[src/rtl/dsd_rate_rx.sv]
module dsd_rate_rx #(
  parameter int WORD_W = 8,
  parameter int CNT_W  = 4
) (
  input  logic              clk,
  input  logic              rst_n,
  input  logic              dsd_mode,
  input  logic              unlocked,
  input  logic              pwr_dn,
  input  logic [2:0]        fmt_code,
  input  logic              dsd_left,
  input  logic              dsd_right,
  output logic              bit_strobe,
  output logic              word_valid,
  output logic [WORD_W-1:0] left_word,
  output logic [WORD_W-1:0] right_word
);
  localparam int BC_W = $clog2(WORD_W);

  logic [CNT_W-1:0]  ratio_m1;
  logic [CNT_W-1:0]  cnt;
  logic [BC_W-1:0]   bc;
  logic [WORD_W-1:0] lsh, rsh;
  logic [2:0]        fmt_q;
  logic              base_code, active, code_chg, restart, last_bit;

  // ratio minus one per code: 64x {4,6,8,12}, 128x {2,3,4,6}
  always_comb begin
    case (fmt_code)
      3'd0:    ratio_m1 = CNT_W'(3);
      3'd1:    ratio_m1 = CNT_W'(5);
      3'd2:    ratio_m1 = CNT_W'(7);
      3'd3:    ratio_m1 = CNT_W'(11);
      3'd4:    ratio_m1 = CNT_W'(1);
      3'd5:    ratio_m1 = CNT_W'(2);
      3'd6:    ratio_m1 = CNT_W'(3);
      default: ratio_m1 = CNT_W'(5);
    endcase
  end

  assign base_code  = (fmt_code[1:0] == 2'b00);
  assign active     = dsd_mode && !pwr_dn && (base_code || unlocked);
  assign code_chg   = (fmt_code != fmt_q);
  assign restart    = !active || code_chg;
  assign bit_strobe = !restart && (cnt == ratio_m1);
  assign last_bit   = (bc == BC_W'(WORD_W-1));

  always_ff @(posedge clk or negedge rst_n) begin
    if (!rst_n) begin
      fmt_q      <= '0;
      cnt        <= '0;
      bc         <= '0;
      lsh        <= '0;
      rsh        <= '0;
      word_valid <= 1'b0;
      left_word  <= '0;
      right_word <= '0;
    end else begin
      fmt_q      <= fmt_code;
      word_valid <= 1'b0;
      if (restart) begin
        cnt <= '0;
        bc  <= '0;
        lsh <= '0;
        rsh <= '0;
      end else if (bit_strobe) begin
        cnt <= '0;
        lsh <= {lsh[WORD_W-2:0], dsd_left};
        rsh <= {rsh[WORD_W-2:0], dsd_right};
        if (last_bit) begin
          bc         <= '0;
          left_word  <= {lsh[WORD_W-2:0], dsd_left};
          right_word <= {rsh[WORD_W-2:0], dsd_right};
          word_valid <= 1'b1;
        end else begin
          bc <= bc + 1'b1;
        end
      end else begin
        cnt <= cnt + 1'b1;
      end
    end
  end

  a_r5_no_back_to_back: assert property (@(posedge clk) disable iff (!rst_n)
    bit_strobe |=> !bit_strobe);
  a_r8_valid_after_strobe: assert property (@(posedge clk) disable iff (!rst_n)
    word_valid |-> $past(bit_strobe));
  a_r8_single_pulse: assert property (@(posedge clk) disable iff (!rst_n)
    word_valid |=> !word_valid);
  a_r3_locked_ext_quiet: assert property (@(posedge clk) disable iff (!rst_n)
    (!unlocked && fmt_code[1:0] != 2'b00) |-> !bit_strobe);
  a_r4_pcm_quiet: assert property (@(posedge clk) disable iff (!rst_n)
    !dsd_mode |=> !word_valid);
  a_r9_pd_quiet: assert property (@(posedge clk) disable iff (!rst_n)
    pwr_dn |=> (!word_valid && !bit_strobe || !$past(pwr_dn) || pwr_dn || !bit_strobe));
  a_r9_pd_no_pulse: assert property (@(posedge clk) disable iff (!rst_n)
    pwr_dn |=> !word_valid);
  a_r6_change_no_strobe: assert property (@(posedge clk) disable iff (!rst_n)
    (fmt_code != $past(fmt_code)) |-> !bit_strobe);
endmodule

[config.mk]
export PLATFORM = sky130hd
export DESIGN_NAME = dsd_rate_rx
export DESIGN_NICKNAME = d
export VERILOG_FILES = /design/src/rtl/dsd_rate_rx.sv
export SDC_FILE = /design/constraint.sdc
export NUM_CORES = 1
export LEC_CHECK = 0
export ABC_AREA = 0
export BUFFER_PORTS_ARGS = -buffer_cell sky130_fd_sc_hd__buf_2
export CELL_PAD_IN_SITES_DETAIL_PLACEMENT = 1
export CELL_PAD_IN_SITES_GLOBAL_PLACEMENT = 2
export CORE_AREA = 3 3 72 74
export DETAILED_ROUTE_END_ITERATION = 7
export DIE_AREA = 0 0 75 77
export PLACE_DENSITY = 0.8
export REMOVE_ABC_BUFFERS = 1
export SLEW_MARGIN = 40
export SYNTH_ARGS = -nofsm -noshare
export SYNTH_HDL_FRONTEND = slang
export SYNTH_SLANG_ARGS = --single-unit
[constraint.sdc]
create_clock -name clk -period 5.4 [get_ports clk]
set_input_delay 0.54 -clock clk [delete_from_list [all_inputs] [get_ports clk]]
set_output_delay 0.54 -clock clk [all_outputs]
set_load 0.005 [all_outputs]
==> metrics.md, run 1 <==
| Metric | Value |
|---|---|
| Seq/Total Area, Yosys | `55.6%` |
| Startpoint type of the worst setup path | `register` |
| Hold Path Class | `input pin to async pin` |
| Worst slew pin tran | `roughly 740 ps` |
| Chip width | `75 um` |
| R2R cell count | `5` |
| FFs w/ async S/R, synth | `100%` |
| Crit. End Element | `output port` |
| Setup TNS | `0 ps` |
| Fin crit period | `between 2000 and 3000 ps` |
| # hold bufs at CTS | `0` |
| Dominant synthesized flop cell | `dfrtp_1` |
| Sw Share | `around 22%` |
| Resized cells post-CTS | `0` |
| Status | `finished clean` |
| Mean Syn Cell Area | `11.8 um^2` |
| Hpwl dp | `around 2600 um` |
| Nets@finish | `198` |
| Die area | `5780 um^2` |
| Root Buffer | `clkbuf_8` |
| Synth unique cells | `33` |
| RR Startpoint | `cnt[3]$_DFF_PN0_` |
| Die height | `77 um` |
| Synth top cells by count | `41 x dfrtp_1, 20 x inv_1, 17 x nand2_1` |
| Leakage | `1.09 nW` |
| Post-synth top area cell | `dfrtp_1` |
| Clock buffer depth | `2` |
| Total setup buffers inserted after CTS | `0` |
| Remaining Overflow, GRT | `0` |
| Worst stage delay on the critical path | `480 ps` |
| Clock Power Share | `approximately two fifths` |
| Vias per cell | `5.22` |
| # diodes | `0` |
| Worst EP required | `4860 ps` |
| PortBufs | `27` |
| Vias after detailed routing | `approximately 1.3k` |
| Core area | `4660 um^2` |
| Share of total power in sequential cells | `57.0%` |
| Crit Path Class | `register to output port` |
| Worst Path Arrival | `around 2100 ps` |
| Critical path's slowest cell | `or4b_4` |
| Cell count after synthesis | `156` |
| Net Sw Power | `122 uW` |
| Max VDD drop | `around 84 uV` |
| Worst clock skew | `8.72 ps` |
| Cell Area, Synth | `1840 um^2` |
| Non-Filler Instances | `240` |
| Fin. max-slew vios | `0` |
| Cell Rows | `25` |
| Worst R2R Setup Slack | `3100 ps` |
| Most common cell in the synthesized netlist | `dfrtp_1` |
| Antenna-violating nets left | `0` |
| Fmax | `roughly 0.38 GHz` |
| Area share of the largest cell type after synthesis | `55.6%` |
| PD cells | `253 nW/um^2` |
| Slew headroom | `about half` |
| P_int | `420 uW` |
| Syn. warnings | `0` |
| WL final | `approximately 3600 um` |
| Finish-stage setup viols | `0` |
| Number of enable flip-flop cells after synthesis | `0` |
| Gate power share | `4.7%` |
| Vias in the first global route | `1404` |
| Clk slew on worst S/H paths | `70 ps` |
| Max_cap viols | `0` |
| GPL Wtd Cong | `0.700` |
| Hold slack | `about 220 ps` |
| Initial Util | `approximately two fifths` |
| Synthesis-stage register bit count | `between 40 and 50` |
| Crit Path Max Fanout | `17` |
| Initial DRC Count | `36` |
| # DRC | `0` |
| First-pass iteration count of the detailed router | `4` |
| Worst Setup Slack, final | `between 2000 and 3000 ps` |
| Clock Latency Late Sink | `290 ps` |
| Place WS | `2850 ps` |
| Critical path cell sequence | `and2b_1 > or4b_4 > nand4_4 > o211ai_1 > buf_4 > inv_1 > buf_2` |
| CTS tree | `yes` |
| RSZ-0062 raised after global routing | `false` |
| Syn-to-layout area delta | `16.1%` |
| Sinks on Clock Net | `41` |
| Final Hold Viols | `0` |
| GRT Overall Usage | `14.4%` |
| Reg-to-Reg End | `bc[0]$_DFFE_PN0P_` |
| IO Count | `28` |
| Placed cells | `232` |
| First-pass GRT wire length | `roughly 6500 um` |
| Synth top area cells | `dfrtp_1 56%, mux2_4 7.3%, o22ai_1 5.4%, mux2_2 4.3%, inv_1 4.1%` |
| Pin count of the biggest net entering global routing | `42` |
| Final period util | `between 40 and 50%` |
| Initial antenna violation count | `0` |
| CTS H-tree depth | `2` |
| DR WL/cell | `15.1 um` |
| Share of layout cells above drive strength 1 | `31.2%` |
| CTS Buf Count | `5` |
metal layers:
layer | up-vias | GRT usage [%] | wire (um)
met5 | - | 0 | 0
met4 | 0 | 4.80 | 40
met3 | 5 | 3.93 | 147
met2 | 26 | 23.6 | 1860
met1 | 627 | 17.9 | 1570
li1 | 595 | - | -
placed cells by master, fill, tap and decap left out:
cell / netlist / layout
mux2_2: 7 / 7
inv_1: 20 / 20
xnor2_1: 3 / 3
a21oi_1: 1 / 1
nand4_4: 1 / 1
a22oi_1: 1 / 1
nand4_1: 2 / 2
dfrtp_1: 41 / 41
nand3_1: 1 / 1
o22ai_1: 16 / 16
o211ai_1: 1 / 1
clkinv_4: 0 / 1
o21ai_0: 1 / 1
clkinv_2: 0 / 1
nand2_1: 17 / 17
or4b_4: 1 / 1
and3b_1: 1 / 1
clkbuf_8: 0 / 6
and2b_1: 1 / 1
o21a_1: 1 / 1
o221ai_1: 1 / 1
nand4b_1: 1 / 1
buf_2: 3 / 26
ha_1: 3 / 3
o2111ai_1: 1 / 1
nor3b_1: 5 / 5
xor2_1: 1 / 1
and4b_1: 1 / 1
nor2_1: 4 / 4
buf_4: 0 / 4
nand2b_1: 1 / 1
nor2b_1: 3 / 3
o2111ai_4: 1 / 1
mux2_4: 9 / 9
nor4bb_4: 0 / 1
registers in the layout, summed over array words and instances (netlist names):
signal / cells
left_word: 8
bc: 3
word_valid: 1
fmt_q: 3
lsh: 7
cnt: 4
right_word: 8
rsh: 7
power groups by stage:
| stage | clock (mW) | sequential, mW | combinational, mW |
|---|---|---|---|
| 2_1_floorplan | 0 | 0.315 | 0.0104 |
| 3_3_place_gp | 0 | 0.315 | 0.0247 |
| 3_5_place_dp | 0 | 0.315 | 0.0264 |
| 4_1_cts | 0.217 | 0.309 | 0.0265 |
| 5_1_grt | 0.233 | 0.309 | 0.0290 |
| 6_report | 0.208 | 0.309 | 0.0255 |
worst max-delay path by stage:
stage | from | to | slack [ps] | cells past startpoint
detailed placement | fmt_code[1] | bit_strobe | 2850 | 8
global route | cnt[3]$_DFF_PN0_ | bit_strobe | 2650 | 7
floorplan | fmt_code[2] | bit_strobe | 1200 | 5
global placement | fmt_code[0] | right_word[0]$_DFFE_PN0P_ | 2250 | 6
CTS | cnt[3]$_DFF_PN0_ | bit_strobe | 2760 | 7
finish | cnt[3]$_DFF_PN0_ | bit_strobe | 2780 | 7
metrics by stage:
| step | power [mW] | area (um^2) | utilization, % |
|---|---|---|---|
| after global placement | 0.340 | 2030 | 43.5 |
| after detailed placement | 0.341 | 2050 | 43.9 |
| final | 0.542 | 2140 | 46.0 |
| after CTS | 0.553 | 2140 | 46.0 |
| after global routing | 0.571 | 2140 | 46.0 |
| after floorplan | 0.325 | 1800 | - |
critical path, delay by kind of cell, from the launching register on:
kind | cells | cell delay [ps]
flops | 1 | 430
simple gates | 3 | 860
compound gates | 1 | 90
buf+inv | 3 | 390
kinds of logic (layout without fill, tap and decap cells):
family	after synthesis	count (layout)	synth area share (%)
and+or+nand+nor	40	40	13.0
AOI/OAI and AO/OA	24	24	9.57
muxes	16	16	11.6
DFF	41	41	55.6
xor gates and xnor gates	4	4	1.90
buffers and inverters	28	58	6.31
adders and majority gates	3	3	2.04
cell type report:
type                    instances  area (um^2)
repair buffers                 30          160
multi-input cells              87          717
clock inverters                 2         13.8
well taps                      54         67.6
inverters                      20         75.1
flip-flops and latches         41         1030
fillers                       522         2520
clock buffers                   6         82.6
Power figures use the tool's default switching activity.
==> inputs of run 2 (changes only) <==
--- a/config.mk
+++ b/config.mk
@@ -9,10 +9,10 @@
 export BUFFER_PORTS_ARGS = -buffer_cell sky130_fd_sc_hd__buf_2
 export CELL_PAD_IN_SITES_DETAIL_PLACEMENT = 1
 export CELL_PAD_IN_SITES_GLOBAL_PLACEMENT = 2
-export CORE_AREA = 3 3 72 74
+export CORE_AREA = 3 3 75 77
 export DETAILED_ROUTE_END_ITERATION = 7
-export DIE_AREA = 0 0 75 77
-export PLACE_DENSITY = 0.8
+export DIE_AREA = 0 0 78 80
+export PLACE_DENSITY = 0.74
 export REMOVE_ABC_BUFFERS = 1
 export SLEW_MARGIN = 40
 export SYNTH_ARGS = -nofsm -noshare
==> constraint.sdc (replaced) <==
create_clock -name clk -period 2.6 [get_ports clk]
set_input_delay 0.26 -clock clk [delete_from_list [all_inputs] [get_ports clk]]
set_output_delay 0.26 -clock clk [all_outputs]
set_load 0.005 [all_outputs]
==> run 2 against run 1 <==
- combinational power increased by 120%
- sequential power grew 110%
- sequential share of layout area fell by 0.69 points
- clock power up 110%
- count of clock-buffer cells in the layout is the same
- non-clock buffer count increased by 2
- die area grew 8.1%
- power increased by 110%
- critical path depth is 2 lower
- largest cell class unchanged
- highest routed layer unchanged
==> metrics.md, run 2 (synthesis gave the netlist of run 1 again) <==
| Metric | Value |
|---|---|
| Hpwl dp | `about 2500 um` |
| Crit Path Class | `register to register` |
| Critical path cell sequence | `and2b_1 > or4b_4 > nand4_4 > o2111ai_4 > mux2_4` |
| CTS Buf Count | `5` |
| P_int | `869 uW` |
| Syn-to-layout area delta | `17.8%` |
| Remaining Overflow, GRT | `0` |
| Vias after detailed routing | `roughly 1.3k` |
| Core area | `5070 um^2` |
| Crit. End Element | `register` |
| Max VDD drop | `257 uV` |
| Setup TNS | `0 ps` |
| Hold Path Class | `input pin to register` |
| Hold slack | `145 ps` |
| Clock buffer depth | `2` |
| Nets@finish | `200` |
| Pin count of the biggest net entering global routing | `42` |
| Most frequent cells in the layout | `41 x dfrtp_1, 26 x buf_2, 20 x inv_1` |
| Slew headroom | `about half` |
| Sw Share | `22.6%` |
| Worst stage delay on the critical path | `480 ps` |
| Hold path depth | `1` |
| Most common cell after layout, fill and taps aside | `dfrtp_1` |
| CTS tree | `yes` |
| IO Count | `28` |
| First-pass iteration count of the detailed router | `4` |
| Chip width | `78 um` |
| Final period util | `around 84%` |
| Worst clock skew | `slightly above 8 ps` |
| Startpoint type of the worst setup path | `register` |
| Critical path's slowest cell | `or4b_4` |
| Met3 wire length | `137 um` |
| Net Sw Power | `~250 uW` |
| First-pass GRT wire length | `6820 um` |
| CTS H-tree depth | `2` |
| Clk slew on worst S/H paths | `80 ps` |
| Final core occ | `42.8%` |
| Total setup buffers inserted after CTS | `0` |
| Clock Power Share | `38.0%` |
| DR WL/cell | `14.3 um` |
| Share of layout cells above drive strength 1 | `31.0%` |
| Vias in the first global route | `1442` |
| Die height | `80 um` |
| Vias per cell | `just under 5` |
| Share of total power in sequential cells | `between 50% and 60%` |
| Worst EP required | `~2800 ps` |
| Max_cap viols | `0` |
| Fin crit period | `roughly 2200 ps` |
| M1 wire length | `1650 um` |
| Antenna-violating nets left | `0` |
| Fmax | `0.457 GHz` |
| Worst Setup Slack, final | `between 400 and 500 ps` |
| Initial antenna violation count | `0` |
| GPL Wtd Cong | `0.778` |
| Worst slew pin tran | `722 ps` |
| Leakage | `about 1.1 nW` |
| Wire length on met2 | `around 1800 um` |
| Tot Pwr | `between 1 and 1.5 mW` |
| # diodes | `0` |
| RSZ-0062 raised after global routing | `false` |
| Biggest regs | `left_word x8, right_word x8` |
| # DRC | `0` |
| WL final | `around 3700 um` |
| Place WS | `390 ps` |
| Root Buffer | `clkbuf_8` |
| Crit Path Max Fanout | `17` |
| PortBufs | `27` |
| Highest metal used | `met4` |
| GRT Overall Usage | `between 10 and 15%` |
| Clock Latency Late Sink | `290 ps` |
| Status | `finished clean` |
| Gate power share | `4.9%` |
| Final Hold Viols | `0` |
| Sinks on Clock Net | `a little over 40` |
| R2R cell count | `5` |
| Initial Util | `a little over a third` |
| Die area | `6240 um^2` |
| Cell Rows | `26` |
| PD cells | `517 nW/um^2` |
| Initial DRC Count | `59` |
| Worst Path Arrival | `2370 ps` |
| Finish-stage setup viols | `0` |
| Fin. max-slew vios | `0` |
run 2: changes by cell type in the layout (fill, tap and decap cells not counted):
cell / before / now
dlygate4sd3_1: 0 / 1
buf_4: 4 / 5
clkinv_2: 1 / 0
clkinv_4: 1 / 0
clkinvlp_4: 0 / 1
run 2: timing repair:
item | in CTS | in global routing
gates resized for setup | 0 | 0
hold buffers | 1 | 0
hold endpoints to repair | 41 | 0
run 2: final timing paths:
path / endpoint / start / slack (ps)
min in group asynchronous: word_valid$_DFF_PN0_ / rst_n / 470
worst max register to register: right_word[0]$_DFFE_PN0P_ / cnt[3]$_DFF_PN0_ / 410
worst min register to register: right_word[7]$_DFFE_PN0P_ / rsh[6]$_DFFE_PN0P_ / 510
max in group asynchronous: left_word[5]$_DFFE_PN0P_ / rst_n / 1770
worst max-delay path: right_word[0]$_DFFE_PN0P_ / cnt[3]$_DFF_PN0_ / 410
worst min-delay path: fmt_q[2]$_DFF_PN0_ / fmt_code[2] / 140
run 2: layer usage:
| metal | vias up | global-route usage [%] |
|---|---|---|
| li1 | 592 | - |
| met1 | 631 | 17.0 |
| met2 | 22 | 23.7 |
| met3 | 5 | 3.72 |
| met4 | 0 | 5.94 |
| met5 | - | 0 |
run 2: worst max-delay path, delay by kind of cell, from the launching register on:
kind | cells | cell delay [ps]
compound gates | 1 | 370
flops | 1 | 420
mux | 1 | 430
simple gates | 3 | 860
run 2: stage by stage:
stage / area [um^2] / std cells
floorplan: 1800 / 148
CTS: 2170 / 257
global placement: 2070 / 249
global route: 2170 / 257
detailed placement: 2070 / 249
finish: 2170 / 257
run 2: cell type report:
type	count	area [um^2]
clock buffer	6	82.6
fill	586	2900
tap	70	87.6
timing repair buffer	32	178
multi-input combinational	87	717
sequential	41	1030
clock inverter	1	7.51
inverter	20	75.1
run 2: power groups by stage:
stage	sequential (mW)	clock, mW	combinational (mW)
4_1_cts	0.641	0.446	0.0570
3_5_place_dp	0.654	0	0.0555
6_report	0.641	0.427	0.0552
2_1_floorplan	0.654	0	0.0217
5_1_grt	0.642	0.482	0.0633
3_3_place_gp	0.654	0	0.0535
